<file path="src/rtl/spim_pkg.sv">
package spim_pkg;
  localparam logic [7:0] A_CTRL = 8'h00;
  localparam logic [7:0] A_STAT = 8'h04;
  localparam logic [7:0] A_ENAB = 8'h14;
  localparam logic [7:0] A_TXD  = 8'h1C;
  localparam logic [7:0] A_RXD  = 8'h20;

  localparam int ST_TXE  = 0;
  localparam int ST_TXF  = 1;
  localparam int ST_RXNE = 2;
  localparam int ST_RXF  = 3;
  localparam int ST_OVF  = 4;
  localparam int ST_BUSY = 5;

  typedef enum logic {ENG_IDLE, ENG_SHIFT} eng_state_t;

  typedef struct packed {
    logic       mstart;
    logic       mcs;
    logic [3:0] sel;
    logic [2:0] code;
    logic       cpha;
    logic       cpol;
    logic       master;
  } ctrl_t;
endpackage

</file>
<file path="src/rtl/spim_fifo.sv">
module spim_fifo #(
  parameter int W     = 8,
  parameter int DEPTH = 128,
  localparam int AW   = $clog2(DEPTH)
) (
  input  logic         clk,
  input  logic         rst,
  input  logic         push,
  input  logic [W-1:0] din,
  input  logic         pop,
  output logic [W-1:0] dout,
  output logic         empty,
  output logic         full,
  output logic [AW:0]  count
);
  logic [W-1:0]  mem [DEPTH];
  logic [AW-1:0] wptr, rptr;
  logic          do_push, do_pop;

  assign empty   = (count == '0);
  assign full    = (count == (AW+1)'(DEPTH));
  assign do_push = push && !full;
  assign do_pop  = pop && !empty;
  assign dout    = mem[rptr];

  always_ff @(posedge clk) begin
    if (do_push) mem[wptr] <= din;
  end

  always_ff @(posedge clk) begin
    if (rst) begin
      wptr  <= '0;
      rptr  <= '0;
      count <= '0;
    end else begin
      if (do_push) wptr <= (wptr == AW'(DEPTH-1)) ? '0 : wptr + 1'b1;
      if (do_pop)  rptr <= (rptr == AW'(DEPTH-1)) ? '0 : rptr + 1'b1;
      case ({do_push, do_pop})
        2'b10:   count <= count + 1'b1;
        2'b01:   count <= count - 1'b1;
        default: count <= count;
      endcase
    end
  end
endmodule

</file>
<file path="src/rtl/spim_engine.sv">
module spim_engine
  import spim_pkg::*;
#(
  parameter int W      = 8,
  parameter int CODE_W = 3,
  localparam int CNTW  = (1 << CODE_W) - 1,
  localparam int EDGES = 2 * W,
  localparam int EW    = $clog2(EDGES)
) (
  input  logic              clk,
  input  logic              rst,
  input  logic              start,
  input  logic              cpol,
  input  logic              cpha,
  input  logic [CODE_W-1:0] code,
  input  logic [W-1:0]      tx_byte,
  output logic              tx_pop,
  output logic              rx_push,
  output logic [W-1:0]      rx_byte,
  input  logic              miso,
  output logic              sclk,
  output logic              mosi,
  output logic              busy
);
  eng_state_t        state;
  logic [CNTW-1:0]   cnt, half_m1;
  logic [EW-1:0]     edge_n;
  logic [W-1:0]      txsh, rxsh;
  logic              cpha_q;
  logic [CODE_W-1:0] code_q;
  logic              tick, lead, samp;

  assign half_m1 = CNTW'((32'd1 << code_q) - 32'd1);
  assign tick    = (state == ENG_SHIFT) && (cnt == half_m1);
  assign lead    = ~edge_n[0];
  assign samp    = cpha_q ? ~lead : lead;
  assign busy    = (state == ENG_SHIFT);
  assign tx_pop  = (state == ENG_IDLE) && start;
  assign rx_push = tick && (edge_n == EW'(EDGES-1));
  assign rx_byte = cpha_q ? {rxsh[W-2:0], miso} : rxsh;

  always_ff @(posedge clk) begin
    if (rst) begin
      state  <= ENG_IDLE;
      sclk   <= 1'b0;
      mosi   <= 1'b0;
      cnt    <= '0;
      edge_n <= '0;
      txsh   <= '0;
      rxsh   <= '0;
      cpha_q <= 1'b0;
      code_q <= '0;
    end else begin
      case (state)
        ENG_IDLE: begin
          sclk   <= cpol;
          cnt    <= '0;
          edge_n <= '0;
          if (start) begin
            state  <= ENG_SHIFT;
            cpha_q <= cpha;
            code_q <= code;
            if (cpha) begin
              txsh <= tx_byte;
            end else begin
              mosi <= tx_byte[W-1];
              txsh <= {tx_byte[W-2:0], 1'b0};
            end
          end
        end
        ENG_SHIFT: begin
          if (tick) begin
            cnt    <= '0;
            sclk   <= ~sclk;
            edge_n <= edge_n + 1'b1;
            if (samp) begin
              rxsh <= {rxsh[W-2:0], miso};
            end else begin
              mosi <= txsh[W-1];
              txsh <= {txsh[W-2:0], 1'b0};
            end
            if (edge_n == EW'(EDGES-1)) state <= ENG_IDLE;
          end else begin
            cnt <= cnt + 1'b1;
          end
        end
        default: state <= ENG_IDLE;
      endcase
    end
  end
endmodule

</file>
<file path="src/rtl/spim_ctrl.sv">
module spim_ctrl
  import spim_pkg::*;
#(
  parameter int DEPTH  = 128,
  parameter int NSEL   = 4,
  localparam int W     = 8,
  localparam int AW    = $clog2(DEPTH)
) (
  input  logic        clk,
  input  logic        rst,
  input  logic        reg_wr,
  input  logic        reg_rd,
  input  logic [7:0]  reg_addr,
  input  logic [31:0] reg_wdata,
  output logic [31:0] reg_rdata,
  input  logic        start_pulse,
  output logic        sclk,
  output logic        mosi,
  input  logic        miso,
  output logic [3:0]  ss_n
);
  ctrl_t        cfg;
  logic         enable_q, go_q, ovf_q;
  logic         tx_push, tx_pop, tx_empty, tx_full;
  logic         rx_push, rx_pop, rx_empty, rx_full;
  logic [W-1:0] tx_dout, rx_din, rx_dout;
  logic [AW:0]  tx_count, rx_count;
  logic         eng_start, eng_busy;
  logic [31:0]  ctrl_word, stat_word;

  assign tx_push   = reg_wr && (reg_addr == A_TXD);
  assign rx_pop    = reg_rd && (reg_addr == A_RXD) && !rx_empty;
  assign eng_start = enable_q && cfg.master && !tx_empty && (!cfg.mstart || go_q);

  assign ctrl_word = {16'd0, cfg.mstart, cfg.mcs, cfg.sel, 4'd0, cfg.code, cfg.cpha, cfg.cpol, cfg.master};
  assign stat_word = {26'd0, eng_busy, ovf_q, rx_full, !rx_empty, tx_full, tx_empty};

  spim_fifo #(.W(W), .DEPTH(DEPTH)) u_txf (
    .clk(clk), .rst(rst), .push(tx_push), .din(reg_wdata[W-1:0]), .pop(tx_pop),
    .dout(tx_dout), .empty(tx_empty), .full(tx_full), .count(tx_count)
  );

  spim_fifo #(.W(W), .DEPTH(DEPTH)) u_rxf (
    .clk(clk), .rst(rst), .push(rx_push), .din(rx_din), .pop(rx_pop),
    .dout(rx_dout), .empty(rx_empty), .full(rx_full), .count(rx_count)
  );

  spim_engine #(.W(W), .CODE_W(3)) u_eng (
    .clk(clk), .rst(rst), .start(eng_start), .cpol(cfg.cpol), .cpha(cfg.cpha),
    .code(cfg.code), .tx_byte(tx_dout), .tx_pop(tx_pop), .rx_push(rx_push),
    .rx_byte(rx_din), .miso(miso), .sclk(sclk), .mosi(mosi), .busy(eng_busy)
  );

  always_ff @(posedge clk) begin
    if (rst) begin
      cfg      <= '{mstart: 1'b0, mcs: 1'b0, sel: '1, code: '0, cpha: 1'b0, cpol: 1'b0, master: 1'b0};
      enable_q <= 1'b0;
      ovf_q    <= 1'b0;
      go_q     <= 1'b0;
    end else begin
      if (reg_wr && reg_addr == A_CTRL) begin
        cfg.master <= reg_wdata[0];
        cfg.cpol   <= reg_wdata[1];
        cfg.cpha   <= reg_wdata[2];
        cfg.code   <= reg_wdata[5:3];
        cfg.sel    <= reg_wdata[13:10];
        cfg.mcs    <= reg_wdata[14];
        cfg.mstart <= reg_wdata[15];
      end
      if (reg_wr && reg_addr == A_ENAB) enable_q <= reg_wdata[0];
      if (rx_push && rx_full) ovf_q <= 1'b1;
      else if (reg_wr && reg_addr == A_STAT && reg_wdata[ST_OVF]) ovf_q <= 1'b0;
      if (!cfg.mstart)                      go_q <= 1'b0;
      else if (start_pulse)                 go_q <= 1'b1;
      else if (tx_pop && tx_count == 1)     go_q <= 1'b0;
    end
  end

  always_ff @(posedge clk) begin
    if (rst) begin
      reg_rdata <= '0;
      ss_n      <= '1;
    end else begin
      ss_n <= (cfg.mcs || eng_busy) ? cfg.sel : '1;
      if (reg_rd) begin
        case (reg_addr)
          A_CTRL:  reg_rdata <= ctrl_word;
          A_STAT:  reg_rdata <= stat_word;
          A_ENAB:  reg_rdata <= {31'd0, enable_q};
          A_RXD:   reg_rdata <= rx_empty ? 32'd0 : {24'd0, rx_dout};
          default: reg_rdata <= '0;
        endcase
      end
    end
  end
endmodule

</file>
<file path="config.mk">
export PLATFORM = sky130hd
export DESIGN_NAME = spim_ctrl
export DESIGN_NICKNAME = d
export VERILOG_FILES = /design/src/rtl/spim_pkg.sv /design/src/rtl/spim_fifo.sv /design/src/rtl/spim_engine.sv /design/src/rtl/spim_ctrl.sv
export SDC_FILE = /design/constraint.sdc
export NUM_CORES = 2
export LEC_CHECK = 0
export CORE_MARGIN = 10
export CORE_UTILIZATION = 60
export CTS_CLUSTER_SIZE = 8
export DETAILED_ROUTE_END_ITERATION = 12
export PLACE_DENSITY = 0.76
export SYNTH_ARGS = -nofsm -noshare
export SYNTH_HDL_FRONTEND = slang
export SYNTH_SLANG_ARGS = --single-unit
</file>
<file path="constraint.sdc">
create_clock -name clk -period 7.15 [get_ports clk]
set_input_delay 1.43 -clock clk [delete_from_list [all_inputs] [get_ports clk]]
set_output_delay 1.43 -clock clk [all_outputs]
set_load 0.005 [all_outputs]
</file>
==> flow_summary.yaml <==
run_status:
  status: "completed"
synthesis:
  yosysWarnings: 0
  syn_area_per_cell_um2: 19.7
  synth_seq_cells: 2173
  async_flop_share: 0
  yosys.cell_types.count: 86
  ys.flop_type: "edfxtp_1"
  synth_edf_count: 2048
  synth_seq_area_share: 0.747
  netlist_area_um2: 85600
  syn_inst: 4337
grt:
  grt_first_pass_wirelength_um: 301000
  grt_max_degree: 111
  grt_usage: 0.257
  antenna_found_initial: 4
  overflow: 0
  grt_pass1_vias: 44700
setup_path:
  critical_path_class: "reg2reg"
  worstSetupStartpointType: "flop"
  cp_data_arrival_time_ns: 6.03
  cp-end-kind: "flop"
  cp_slowest_cell: "mux2_2"
  required_ns: 7.86
  cpPeakStageDelay_ns: 0.50
  cp_cell_sequence: "or3_1 -> ha_1 -> nor3_1 -> a21oi_1 -> o21ai_0 -> mux2_2 -> nor4b_4 -> buf_4 -> nand2_1 -> ha_1 -> xor2_1 -> ha_1 -> a21oi_1 -> o21ai_0 -> a221oi_1 -> o22ai_1 -> a222oi_1 -> or3_1 -> a21oi_1"
  crit_fanout: 12
route:
  first_iter_violations: 5153
  dr.pass1.iters: 9
  vias_per_cell: 6.77
  ant_nets: 0
  vias: 43800
  drt-total-wl_um: 203000
  wl_per_cell_um: 31.4
  drc: 0
timing:
  clock_skew_ns: 0.0538
  min_period_ns: 5.32
  totalNegativeSetupSlack_ns: 0
  rsz0062_at_grt: "no"
  setup_viol_count_final: 0
  relSlewSlack: 0.171
  fmax_ghz: 0.188
  worst_slew_pin_slew_ns: 1.24
  hold_viol_final: 0
  post-route-period-util: 0.745
  setup_ws_ns: 1.83
  maxSlewViolCount: 0
clocking:
  cts_tree: "yes"
  clock_path_buffers: 4
  clock_sinks: 2173
  cts_root_buffer: "clkbuf_16"
  htreeDepth: 5
  holdBufCountCts: 0
  post_cts_resized: 0
  clkSlewWorstSetupHoldPaths_ns: 0.05
  insertion_delay_ns: 0.91
  cts_setup_buffers: 0
  cts_buffers: 321
placement:
  post-dp-hpwl_um: 113000
  dpl_cell_area_um2: 87900
  dp_slack_ns: 1.33
  place_congestion: 0.867
  io_buffers: 47
floorplan:
  core_area_um2: 142000
  ios: 84
  start_util: 0.604
  dieArea_um2: 158000
  num_rows: 138
  dieHeight_um: 398
  die_x_um: 398
final_layout:
  antenna_cells: 0
  final_area_um2: 96300
  layout-drive-gt1-share: 0.230
  nets: 4592
  area_growth_pct: 12.4
  utilization: 0.679
pwr:
  ir_worst_vdd_uv: 315
  leakagePower_nw: 29.8
  power.density_nw_per_um2: 280
flow_run:
  cap_violations: 0
min_path:
  hold_class: "reg2reg"
[cell type report]
type / instances / area [um^2]
sequential: 2173 / 64000
tap: 1890 / 2360
multi-input combinational: 1908 / 20400
timing repair buffer: 107 / 1010
clock buffer: 372 / 8310
clock inverter: 7 / 71.3
fill: 8456 / 45500
inverter: 21 / 78.8
[layout by cell type, fill, tap and decap left out, types with 10 or more instances in the layout]
cell type	count
a21oi_1	72
nor3_1	38
dfxtp_1	116
xor2_1	23
nand2_1	115
o21ai_0	31
mux2_2	123
mux2i_1	136
nand2b_1	15
a22oi_1	60
o211ai_1	18
mux4_1	10
clkbuf_16	325
a22o_1	14
nand3_1	45
nor2_1	365
buf_4	59
mux4_2	479
o22ai_1	65
clkbuf_1	47
inv_1	18
xnor2_1	21
nor2b_1	34
nand4_1	13
edfxtp_1	2048
or3_1	14
ha_1	14
clkdlybuf4s50_1	38
conb_1	18
a221oi_1	12
nor4_1	15
a31oi_1	12
[synthesized netlist by cell type (9+ instances only)]
cell / instances / share of area
inv_1: 18 / 0.00079
a21oi_1: 72 / 0.0042
a31oi_1: 12 / 0.00088
nand2_1: 115 / 0.0050
o22ai_1: 65 / 0.0047
nor4_1: 15 / 0.0011
nand3_1: 45 / 0.0026
edfxtp_1: 2048 / 0.72
xnor2_1: 21 / 0.0021
xor2_1: 23 / 0.0024
mux2i_1: 136 / 0.016
or3_1: 14 / 0.0010
dfxtp_1: 125 / 0.029
a221oi_1: 12 / 0.0012
buf_1: 22 / 0.00096
buf_4: 33 / 0.0029
mux4_1: 10 / 0.0031
mux2_2: 131 / 0.017
buf_2: 86 / 0.0050
clkbuf_1: 104 / 0.0046
nand2b_1: 15 / 0.0011
nor2b_1: 34 / 0.0025
a22oi_1: 60 / 0.0053
mux4_2: 479 / 0.13
o211ai_1: 18 / 0.0016
and2_1: 9 / 0.00066
o21ai_0: 31 / 0.0018
a2bb2oi_1: 9 / 0.00092
nor2_1: 365 / 0.016
nor3_1: 38 / 0.0022
ha_1: 14 / 0.0020
nand4_1: 13 / 0.00095
a22o_1: 14 / 0.0014
[path summary, 6_finish.rpt]
check	start	endpoint	slack, ns	cells past startpoint
setup / recovery	u_eng.code_q[0]	u_rxf.count[6]	1.83	19
hold / removal	ovf_q	ovf_q	0.45	2
setup reg to reg	u_eng.code_q[0]	u_rxf.count[6]	1.83	19
hold reg to reg	ovf_q	ovf_q	0.45	2
[stage by stage]
step | cells | hold WS, ns | power, W
after CTS | 6478 | 0.456 | 0.0270
after global placement | 6099 | 0.442 | 0.0142
after detailed placement | 6099 | 0.444 | 0.0142
final | 6478 | 0.453 | 0.0269
after global routing | 6478 | 0.486 | 0.0275
after floorplan | 4354 | 0.432 | 0.0141
[critical path: cells and delay by family (launching register included)]
kind	cells	cell delay, ns
buffers and inverters	1	0.30
xor gates and xnor gates	1	0.20
AOI/OAI and AO/OA	8	1.74
adders and majority gates	3	0.88
DFF	1	0.38
muxes	1	0.50
and+or+nand+nor	5	1.16
[where the power goes]
part / leakage (nW) / switching (W) / internal [W]
combinational: 5.95 / 0.000126 / 0.0000172
clock: 4.09 / 0.00494 / 0.00802
sequential: 19.7 / 0.000000226 / 0.0138
total: 29.8 / 0.00507 / 0.0219
[layer usage]
layer | part of all wire | wire [um] | track usage
met1 | 0.37 | 74800 | 0.341
met2 | 0.50 | 102000 | 0.417
met3 | 0.089 | 18000 | 0.0510
met4 | 0.044 | 8880 | 0.110
met5 | 0.00025 | 51 | 0
[sequential cells by signal (all words and copies together) (netlist names), 3 cells and up, named ones only]
| signal | flops |
|---|---|
| u_eng.edge_n | 4 |
| u_rxf.count | 8 |
| u_rxf.wptr | 7 |
| ss_n | 4 |
| u_rxf.mem | 1024 |
| u_txf.count | 8 |
| u_txf.wptr | 7 |
| u_txf.mem | 1024 |
| cfg | 12 |
| u_txf.rptr | 7 |
| u_eng.code_q | 3 |
| u_rxf.rptr | 7 |
| u_eng.txsh | 8 |
| reg_rdata | 14 |
| u_eng.cnt | 7 |
| u_eng.rxsh | 8 |
[cells by family after synthesis]
kind of cell,after synthesis,synth area share
and+or+nand+nor,726,0.0408
other,1,0.0000438
xor gates and xnor gates,44,0.00450
buffers and inverters,273,0.0154
muxes,756,0.162
AOI/OAI and AO/OA,350,0.0278
adders and majority gates,14,0.00205
DFF,2173,0.747
Power figures use the tool's default switching activity.
